`src/rtl/sysclk_ps_pkg.sv`:
```
package sysclk_ps_pkg;
    parameter int REG_W    = 8;
    parameter int CE_POS   = 7;
    parameter int SEL_W    = 4;
    parameter int MAX_LOG  = 8;
    parameter int WINDOW   = 4;
    parameter int BOOT_SEL = 3;
endpackage

```
`src/rtl/sysclk_ps_unlock.sv`:
```
module sysclk_ps_unlock #(
    parameter int REG_W    = sysclk_ps_pkg::REG_W,
    parameter int CE_POS   = sysclk_ps_pkg::CE_POS,
    parameter int SEL_W    = sysclk_ps_pkg::SEL_W,
    parameter int WINDOW   = sysclk_ps_pkg::WINDOW,
    parameter int BOOT_SEL = sysclk_ps_pkg::BOOT_SEL
) (
    input  logic             src_clk,
    input  logic             rst_n,
    input  logic             tick_i,
    input  logic             boot_div8_i,
    input  logic             wr_en_i,
    input  logic [REG_W-1:0] wr_data_i,
    output logic [REG_W-1:0] rd_data_o,
    output logic [SEL_W-1:0] act_sel_o
);
    localparam int WIN_W = (WINDOW > 1) ? $clog2(WINDOW) : 1;
    localparam logic [REG_W-1:0] ARM_VAL = REG_W'(1) << CE_POS;
    localparam logic [WIN_W-1:0] WIN_LAST = WIN_W'(WINDOW - 1);

    typedef struct packed {
        logic             ce;
        logic [WIN_W-1:0] win;
        logic [SEL_W-1:0] prog_sel;
        logic [SEL_W-1:0] act_sel;
    } unlock_t;

    unlock_t st_d, st_q;
    logic    arm_wr, code_wr;

    always_comb begin
        st_d    = st_q;
        arm_wr  = wr_en_i && (wr_data_i == ARM_VAL);
        code_wr = wr_en_i && st_q.ce && !wr_data_i[CE_POS];
        if (tick_i) begin
            // the active code trails the programmed one by one system edge
            st_d.act_sel = st_q.prog_sel;
            if (st_q.ce) begin
                if (st_q.win == WIN_LAST) begin
                    st_d.ce  = 1'b0;
                    st_d.win = '0;
                end else begin
                    st_d.win = st_q.win + WIN_W'(1);
                end
            end
            if (arm_wr && !st_q.ce) begin
                st_d.ce  = 1'b1;
                st_d.win = '0;
            end else if (code_wr) begin
                st_d.prog_sel = wr_data_i[SEL_W-1:0];
                st_d.ce       = 1'b0;
                st_d.win      = '0;
            end
        end
        if (!rst_n) begin
            st_d.ce       = 1'b0;
            st_d.win      = '0;
            st_d.prog_sel = boot_div8_i ? SEL_W'(BOOT_SEL) : '0;
            st_d.act_sel  = boot_div8_i ? SEL_W'(BOOT_SEL) : '0;
        end
    end

    always_ff @(posedge src_clk) begin
        st_q <= st_d;
    end

    always_comb begin
        rd_data_o                = '0;
        rd_data_o[CE_POS]        = st_q.ce;
        rd_data_o[SEL_W-1:0]     = st_q.prog_sel;
        act_sel_o                = st_q.act_sel;
    end


    ce_arm_src_chk: assert property (@(posedge src_clk) disable iff (!rst_n)
        $rose(st_q.ce) |-> $past(tick_i && wr_en_i && (wr_data_i == ARM_VAL)));


    sel_locked_chk: assert property (@(posedge src_clk) disable iff (!rst_n)
        (tick_i && !st_q.ce) |=> (st_q.prog_sel == $past(st_q.prog_sel)));


    win_expire_chk: assert property (@(posedge src_clk) disable iff (!rst_n)
        (tick_i && st_q.ce && (st_q.win == WIN_LAST)) |=> !st_q.ce);


    rearm_noext_chk: assert property (@(posedge src_clk) disable iff (!rst_n)
        (tick_i && st_q.ce && arm_wr && (st_q.win != WIN_LAST))
        |=> (st_q.ce && (st_q.win == $past(st_q.win) + WIN_W'(1))));
endmodule

```
`src/rtl/sysclk_ps_divider.sv`:
```
module sysclk_ps_divider #(
    parameter int SEL_W   = sysclk_ps_pkg::SEL_W,
    parameter int MAX_LOG = sysclk_ps_pkg::MAX_LOG
) (
    input  logic             src_clk,
    input  logic             rst_n,
    input  logic [SEL_W-1:0] act_sel_i,
    output logic             tick_o,
    output logic             sys_clk_o
);
    localparam int CNT_W = (MAX_LOG > 0) ? MAX_LOG : 1;

    typedef struct packed {
        logic [CNT_W-1:0] cnt;
    } div_t;

    div_t             dv_d, dv_q;
    logic [CNT_W-1:0] lim;
    logic             tick;
    logic             gate_q;

    function automatic logic [CNT_W-1:0] code_to_lim(input logic [SEL_W-1:0] code);
        logic [CNT_W:0] one_hot;
        if (int'(code) > MAX_LOG) begin
            return '0;
        end
        one_hot = (CNT_W+1)'(1) << code;
        return CNT_W'(one_hot - (CNT_W+1)'(1));
    endfunction

    always_comb begin
        lim      = code_to_lim(act_sel_i);
        tick     = (dv_q.cnt >= lim);
        dv_d     = dv_q;
        dv_d.cnt = tick ? '0 : dv_q.cnt + CNT_W'(1);
    end

    // free-running on purpose: the clock must keep running through reset
    always_ff @(posedge src_clk) begin
        dv_q <= dv_d;
    end

    // gate enable moves only while the source clock is low
    always_ff @(negedge src_clk) begin
        gate_q <= tick;
    end

    assign tick_o    = tick;
    assign sys_clk_o = src_clk & gate_q;


    span_after_edge_chk: assert property (@(posedge src_clk) disable iff (!rst_n)
        tick |=> (tick == (lim == '0)));
endmodule

```
`src/rtl/sysclk_ps_pinmux.sv`:
```
module sysclk_ps_pinmux (
    input  logic clk_i,
    input  logic gpio_i,
    input  logic en_i,
    output logic pin_o
);
    always_comb begin
        pin_o = en_i ? clk_i : gpio_i;
    end
endmodule

```
`src/rtl/sysclk_prescaler.sv`:
```
module sysclk_prescaler #(
    parameter int REG_W    = sysclk_ps_pkg::REG_W,
    parameter int CE_POS   = sysclk_ps_pkg::CE_POS,
    parameter int SEL_W    = sysclk_ps_pkg::SEL_W,
    parameter int MAX_LOG  = sysclk_ps_pkg::MAX_LOG,
    parameter int WINDOW   = sysclk_ps_pkg::WINDOW,
    parameter int BOOT_SEL = sysclk_ps_pkg::BOOT_SEL
) (
    input  logic             src_clk,
    input  logic             rst_n,
    input  logic             boot_div8,
    input  logic             clkout_en,
    input  logic             gpio_out,
    input  logic             wr_en,
    input  logic [REG_W-1:0] wr_data,
    output logic             sys_clk,
    output logic             pin_out,
    output logic [REG_W-1:0] rd_data
);
    logic             tick;
    logic [SEL_W-1:0] act_sel;

    sysclk_ps_unlock #(
        .REG_W(REG_W), .CE_POS(CE_POS), .SEL_W(SEL_W),
        .WINDOW(WINDOW), .BOOT_SEL(BOOT_SEL)
    ) u_unlock (
        .src_clk    (src_clk),
        .rst_n      (rst_n),
        .tick_i     (tick),
        .boot_div8_i(boot_div8),
        .wr_en_i    (wr_en),
        .wr_data_i  (wr_data),
        .rd_data_o  (rd_data),
        .act_sel_o  (act_sel)
    );

    sysclk_ps_divider #(
        .SEL_W(SEL_W), .MAX_LOG(MAX_LOG)
    ) u_div (
        .src_clk  (src_clk),
        .rst_n    (rst_n),
        .act_sel_i(act_sel),
        .tick_o   (tick),
        .sys_clk_o(sys_clk)
    );

    sysclk_ps_pinmux u_pin (
        .clk_i (sys_clk),
        .gpio_i(gpio_out),
        .en_i  (clkout_en),
        .pin_o (pin_out)
    );
endmodule

```
`config.mk`:
```
export PLATFORM = sky130hd
export DESIGN_NAME = sysclk_prescaler
export DESIGN_NICKNAME = d
export VERILOG_FILES = /design/src/rtl/sysclk_ps_pkg.sv /design/src/rtl/sysclk_ps_unlock.sv /design/src/rtl/sysclk_ps_divider.sv /design/src/rtl/sysclk_ps_pinmux.sv /design/src/rtl/sysclk_prescaler.sv
export SDC_FILE = /design/constraint.sdc
export NUM_CORES = 1
export LEC_CHECK = 0
export ABC_AREA = 0
export ABC_CLOCK_PERIOD_IN_PS = 7100
export BUFFER_PORTS_ARGS = -buffer_cell sky130_fd_sc_hd__clkbuf_2
export CAP_MARGIN = 20
export CORE_MARGIN = 2
export CORE_UTILIZATION = 50
export CTS_BUF_LIST = sky130_fd_sc_hd__clkbuf_4
export DETAILED_ROUTE_END_ITERATION = 8
export PLACE_DENSITY_LB_ADDON = 0.1
export SYNTH_ARGS = -nofsm -noshare
export SYNTH_HDL_FRONTEND = slang
export SYNTH_SLANG_ARGS = --single-unit
```
`constraint.sdc`:
```
create_clock -name src_clk -period 7.1 [get_ports src_clk]
set_input_delay 1.42 -clock src_clk [delete_from_list [all_inputs] [get_ports src_clk]]
set_output_delay 1.42 -clock src_clk [all_outputs]
set_load 0.05 [all_outputs]
```
* Word level (Yosys, flattened, before mapping) *
Cells that the tools add are included.
Widths: inputs -> output; s select.

word-level totals
  logic and storage cells = 40
  output and inout port bits = 10
  register bits after elaboration = 20
  input bits = 14

cells by class
  bitwise logic cells = 1
  $lt $le $gt $ge = 2
  add/sub/neg operators = 3
  mux-type cells = 13
  shift operators = 1
  reduce and logical (&&, ||, !) cells = 9
  equality and inequality tests = 5

operator list
  operator             number
  $mux 8               4
  $add 8x1->8 const B  1
  $eq 8x8->1 const B   1
  $ge 8x8->1           1
  $shl 1x4->8 const A  1
  $sub 8x1->8 const B  1
  $mux 7               1
  $mux 3               2
  $gt 4x4->1 const B   1
  $logic_and 1x1->1    4
  $mux 2               2
  $mux 4               1
  $ne 2x1->1 const B   2
  $mux 1               3
  $reduce_and 3->1     1
  $reduce_bool 3->1    1
  $add 2x1->2 const B  1
  $eq 2x2->1 const B   1
  $logic_not 1->1      2
  $ne 2x2->1 const B   1
  $reduce_and 2->1     1
  $and 1x1->1          1

* Depth between registers and ports, before layout *
Gate-level depths: netlist of run 1.

  word-level depth = 7
  depth in mapped cells = 16
  depth with buffers taken out = 14

* Modules after synthesis *
A second synthesis of run 1 with hierarchy kept.

unflattened totals
  cells, all modules = 138
  area, all modules = 1332.5 µm²

by module, submodules not included
  module             cells an instance  seq. area each (µm²)  area each (µm²)  instances
  sysclk_ps_divider  74                 180.2                 688.2            1
  sysclk_ps_unlock   63                 300.3                 629.4            1
  sysclk_ps_pinmux   1                  0.0                   15.0             1

==> impl_metrics.py, run 1 <==
metrics = {
    "critical_path": {
        "r2r_slack_ps": 610,
        "startpoint": "u_div.gate_q",
        "rr_startpoint": "u_unlock.act_sel_o[2]",
        "startpoint_type": "register",
        "critPathCaptureType": "output port",
        "r2r-end": "u_div.gate_q",
        "path_class": "reg -> out",
        "arrival_ps": 5150,
        "cp_data_required_time_ps": 5680,
        "r2r_cells": 12,
        "critPathMaxFanout": 2,
    },
    "sta": {
        "tightest_slew_ps": 529,
        "relSlewSlack_pct": 64.3,
        "rsz0062_at_grt": "false",
        "hold_violations": 0,
        "drv_slew": 0,
        "setup_viol": 0,
        "skew_ps": 68.0,
        "setup-tns-final_ps": 0,
    },
    "drt": {
        "wl_per_cell_um": 10.9,
        "wirelength_um": 2110,
        "drtIter0Drc": 11,
        "drc": 0,
        "vias_per_cell": 5.06,
        "firstDrtPassIters": 4,
        "via_count": 982,
        "ant_nets": 0,
    },
    "clocking": {
        "insertion_delay_ps": 460,
        "path_clk_slew_ps": 100,
        "cts_resized": 0,
        "hold_buffers": 0,
        "cts_tree": "done",
        "cts_setup_buffers": 0,
    },
    "placement": {
        "place.gp.congestion": 0.732,
        "placed_area_sq_mm": 0.00135,
        "place_inst": 180,
        "io_buffer_count": 20,
        "dpl.hpwl_um": 1710,
    },
    "cells_and_area": {
        "fill_cells": 219,
        "register_area_sq_um": 480,
        "fin_area_sq_mm": 0.00146,
        "multi_input_area_sq_um": 707,
        "final_layout_size_suffix_gt1_share_pct": 28.0,
        "area_growth_pct": 13.3,
        "finalNonFillerCells": 194,
        "post-route-util_pct": 59.3,
        "final_nets": 189,
        "diodes": 0,
    },
    "floorplan": {
        "ios": 24,
        "fp.dieW_um": 54.7,
        "core_sq_mm": 0.00245,
        "rows": 18,
        "start_util_pct": 52.3,
        "dieArea_sq_mm": 0.00299,
        "die_height_um": 54.7,
    },
    "grt": {
        "grt_pass1_wl_um": 3470,
        "grt_pass1_vias": 901,
        "gr-total-overflow": 0,
        "grt_antenna_before_repair": 0,
        "grtUsageTotal_pct": 16.7,
        "grt_max_degree": 12,
    },
    "min_path": {
        "min_from": "u_unlock.st_q[9]",
        "min_path_cells": 2,
        "hold_end": "u_unlock.st_q[9]",
        "hp-class": "reg -> reg",
    },
    "run": {
        "cap_violations": 0,
    },
    "power_and_ir_drop": {
        "p_leak_nw": 0.650,
        "max-vdd-ir-drop_mv": 0.278,
        "total_power_mw": 0.685,
        "p_per_area_mw_per_mm2": 470,
    },
    "outcome": {
        "outcome": "finished clean",
    },
    "yosys": {
        "ys_types": 36,
        "ys_seq_elements": 20,
        "seq_area_frac_synth_pct": 37.4,
        "syn-instance-count": 138,
        "synth_area_sq_mm": 0.00128,
        "synth_area_per_cell_sq_um": 9.31,
        "synth-warning-count": 0,
    },
}
[synth_stat cells, drive strengths merged]
| library cell | n | area, sq um |
|---|---|---|
| nand2 | 18 | 67.6 |
| nor2 | 15 | 58.8 |
| dfxtp | 12 | 240 |
| ha | 11 | 138 |
| buf | 10 | 82.6 |
| a21oi | 9 | 45.0 |
| edfxtp | 8 | 240 |
| and2 | 7 | 43.8 |
| nand3 | 6 | 30.0 |
| o21ai | 6 | 30.0 |
| inv | 5 | 18.8 |
| xnor2 | 4 | 35.0 |
| xor2 | 4 | 35.0 |
| nand4 | 3 | 18.8 |
| nand2b | 2 | 20.0 |
| nor2b | 2 | 12.5 |
| o21a | 2 | 15.0 |
| a2111oi | 1 | 27.5 |
| a22oi | 1 | 7.51 |
| clkbuf | 1 | 3.75 |
| conb | 1 | 3.75 |
| mux2 | 1 | 11.3 |
| nand3b | 1 | 7.51 |
| nand4b | 1 | 8.76 |
| nor3 | 1 | 10.0 |
| nor4 | 1 | 21.3 |
| o21bai | 1 | 7.51 |
| o31a | 1 | 17.5 |
| or2 | 1 | 6.26 |
| or4 | 1 | 11.3 |
| or4b | 1 | 10.0 |
[critical path: stages (launching register included)]
cell	delay (ps)
dfxtp_1	290
and2_1	130
clkbuf_4	130
clkbuf_4	120
mux2_2	250
clkbuf_2	230
[metal layers]
layer / up-vias / GRT usage, % / wire length, um
met4: 0 / 8.75 / 12
met3: 2 / 7.38 / 69
met1: 448 / 17.2 / 890
li1: 516 / - / -
met2: 16 / 28.4 / 1140
met5: - / 0 / 0
[registers in the layout, indices dropped and copies added, names as in the netlist]
name	count
u_div.dv_q	8
u_div.gate_q	1
u_unlock.act_sel_o	4
u_unlock.rd_data_o	5
u_unlock.st_q	2
[layout make-up]
class                           instances  share of cell area (%)
Sequential cell                        20                    33.0
Tap cell                               30                    2.58
Inverter                                4                    1.03
Clock buffer                           16                    7.90
Clock inverter                          1                   0.258
Timing Repair Buffer                   19                    6.70
Multi-Input combinational cell        104                    48.5
[report_power, final]
part	total (mW)	switching, mW	internal (mW)
sequential	0.203	0.0419	0.162
combinational	0.352	0.191	0.161
clock	0.130	0.0551	0.0745
total	0.685	0.288	0.397
[worst max-delay path by stage]
stage,to,cells past startpoint
3_5_place_dp,u_div.gate_q,12
4_1_cts,pin_out,5
5_1_grt,u_div.gate_q,12
2_1_floorplan,u_div.gate_q,12
3_3_place_gp,u_div.gate_q,12
6_report,pin_out,5
[cells by family after synthesis]
kind of cell | share of synthesized area, %
AOI/OAI and AO/OA | 11.7
xor gates and xnor gates | 5.45
adders and majority gates | 10.7
buffers and inverters | 8.18
DFF | 37.4
muxes | 0.876
other | 0.292
and+or+nand+nor | 25.4
[per-stage QoR]
| step | hold WS [ps] | setup slack, ps |
|---|---|---|
| after CTS | 504 | 505 |
| after global routing | 539 | 378 |
| final | 504 | 528 |
| after floorplan | 441 | 619 |
| after detailed placement | 487 | 579 |
| after global placement | 496 | 685 |
[layout by cell type, fill, tap and decap left out]
cell	count
nand2b_1	1
edfxtp_1	8
ha_1	11
clkbuf_4	14
nor4_4	1
nand4_1	3
o21a_1	2
or4_4	1
inv_1	4
nor3_2	1
nor2b_1	2
o21bai_1	1
or2_2	1
o21ai_1	3
nor2_2	1
o31a_4	1
nand4b_1	1
nor2_1	14
o21ai_0	3
buf_4	1
xnor2_1	4
and2_1	7
nand3_1	6
a22oi_1	1
or4b_2	1
nand2b_4	1
clkbuf_2	20
inv_2	1
conb_1	3
nand2_1	18
a21oi_1	9
a2111oi_4	1
xor2_1	4
nand3b_1	1
dfxtp_1	12
mux2_2	1
Note: power is estimated with default switching activity, not from simulation.
==> inputs of run 2 (changes only) <==
Settings changed: ABC_AREA 0 to 1, CORE_MARGIN 2 to 10.
==> impl_metrics.py, run 2 <==
metrics = {
    "power_and_ir_drop": {
        "max-vdd-ir-drop_mv": 0.337,
        "p_leak_nw": 0.790,
        "p_per_area_mw_per_mm2": 443,
    },
    "sta": {
        "setup_viol": 0,
        "hold_violations": 0,
        "skew_ps": 75.6,
        "rsz0062_at_grt": "false",
        "holdWs_ps": 489,
        "drv_slew": 0,
        "setup-tns-final_ps": 0,
    },
    "yosys": {
        "ys_async_sr_fraction_pct": 0,
        "yosysMostFrequentCell": "nand2_1",
        "synth_edf_count": 8,
        "seq_area_frac_synth_pct": 36.9,
        "synth.top_cell.area_share_pct": 18.5,
        "yosys.area.top_type": "dfxtp_1",
        "synth_area_per_cell_sq_um": 7.27,
        "ys_types": 26,
        "syn-instance-count": 179,
        "synth_common_cells": "nand2_1, inv_1, nor2_1",
        "synth-warning-count": 0,
        "synth_ff_type": "dfxtp_1",
        "synth_area_sq_mm": 0.00130,
        "synth_area_leaders": "dfxtp_1, edfxtp_1, nand2_1, ha_1, inv_1",
        "ys_seq_elements": 20,
    },
    "placement": {
        "place.gp.congestion": 0.857,
        "place_inst": 221,
        "dpl.hpwl_um": 2010,
        "io_buffer_count": 20,
    },
    "clocking": {
        "cts_resized": 0,
        "insertion_delay_ps": 470,
        "cts_setup_buffers": 0,
        "hold_buffers": 0,
        "path_clk_slew_ps": 120,
        "cts_tree": "done",
    },
    "cells_and_area": {
        "multi_input_area_sq_um": 648,
        "finalNonFillerCells": 236,
        "largest-register": "u_div.dv_q",
        "final_layout_size_suffix_gt1_share_pct": 19.9,
        "largest_reg_flops": 8,
        "final_common_cell": "nand2_1",
        "final_cell_mix": "nand2_1, inv_1, nor2_1, clkbuf_2, clkbuf_4",
        "area_growth_pct": 13.8,
        "fill_cells": 234,
        "final_nets": 232,
        "register_area_sq_um": 480,
        "diodes": 0,
    },
    "critical_path": {
        "arrival_ps": 5070,
        "r2r_slack_ps": 1290,
        "rr_startpoint": "u_unlock.act_sel_o[0]",
        "critPathMaxFanout": 2,
        "path_class": "reg -> out",
        "cp_data_required_time_ps": 5680,
        "critPathCaptureType": "output port",
        "startpoint": "u_div.gate_q",
        "r2r_cells": 11,
        "cp-endpoint": "sys_clk",
        "startpoint_type": "register",
        "r2r-end": "u_div.gate_q",
    },
    "grt": {
        "grt_max_degree": 16,
        "grt_pass1_vias": 1185,
        "grt_antenna_before_repair": 0,
        "gr-total-overflow": 0,
        "grt_pass1_wl_um": 4540,
        "grtUsageTotal_pct": 11.3,
    },
    "drt": {
        "drtIter0Drc": 21,
        "wl_per_cell_um": 10.7,
        "ant_nets": 0,
        "firstDrtPassIters": 4,
        "via_count": 1137,
        "wirelength_um": 2530,
        "drc": 0,
        "vias_per_cell": 4.82,
    },
    "floorplan": {
        "dieArea_sq_mm": 0.00504,
        "ios": 24,
        "rows": 18,
        "start_util_pct": 52.5,
        "fp.dieW_um": 71.0,
        "die_height_um": 71.0,
        "core_sq_mm": 0.00248,
    },
    "run": {
        "cap_violations": 0,
    },
    "min_path": {
        "hp-class": "reg -> reg",
    },
    "outcome": {
        "outcome": "finished clean",
    },
}
## run 2: power by group
group	switching (mW)	internal, mW
combinational	0.217	0.119
sequential	0.0289	0.161
clock	0.0598	0.0691
## run 2: worst min path at each step
stage	from	end	cells past startpoint
floorplan	u_div.dv_q[0]	u_div.dv_q[0]	1
global route	u_div.dv_q[0]	u_div.dv_q[0]	1
detailed placement	u_div.dv_q[0]	u_div.dv_q[0]	1
CTS	u_div.dv_q[0]	u_div.dv_q[0]	1
finish	u_div.dv_q[0]	u_div.dv_q[0]	1
global placement	u_div.dv_q[0]	u_div.dv_q[0]	1
## run 2: per-stage QoR
stage	worst slack (ps)	cell area, sq um	total power [mW]	utilization (%)
floorplan	1020	1310	0.495	-
global placement	1320	1370	0.535	55.4
detailed placement	1250	1370	0.546	55.4
CTS	589	1480	0.663	59.7
global route	488	1480	0.739	59.7
finish	613	1480	0.655	59.7
## run 2: final cells by class
type	count	share of cell area [%]
multi-input cells	123	43.8
well taps	30	2.54
clock inverters	3	0.761
inverters	26	6.59
clock buffers	16	7.78
repair buffers	18	6.09
flip-flops and latches	20	32.5
## run 2: kinds of logic after synthesis
| kind of cell | Yosys count | synth area share (%) |
|---|---|---|
| xor gates and xnor gates | 2 | 1.35 |
| adders and majority gates | 11 | 10.6 |
| buffers and inverters | 38 | 13.8 |
| and+or+nand+nor | 91 | 30.1 |
| AOI/OAI and AO/OA | 16 | 6.92 |
| other | 1 | 0.288 |
| DFF | 20 | 36.9 |
## run 2: worst max-delay path, cell delays in order (launching register included)
cell and delay (ps):
dfxtp_1 300, nand2_1 60, clkbuf_4 130, clkbuf_4 120
clkbuf_4 130, inv_1 40, clkbuf_2 260
## run 2: metal layers
layer | part of all wire [%] | track usage, %
met5 | 0 | 0
met4 | 2.6 | 9.89
met3 | 7.2 | 5.86
met2 | 48 | 17.4
met1 | 42 | 10.9
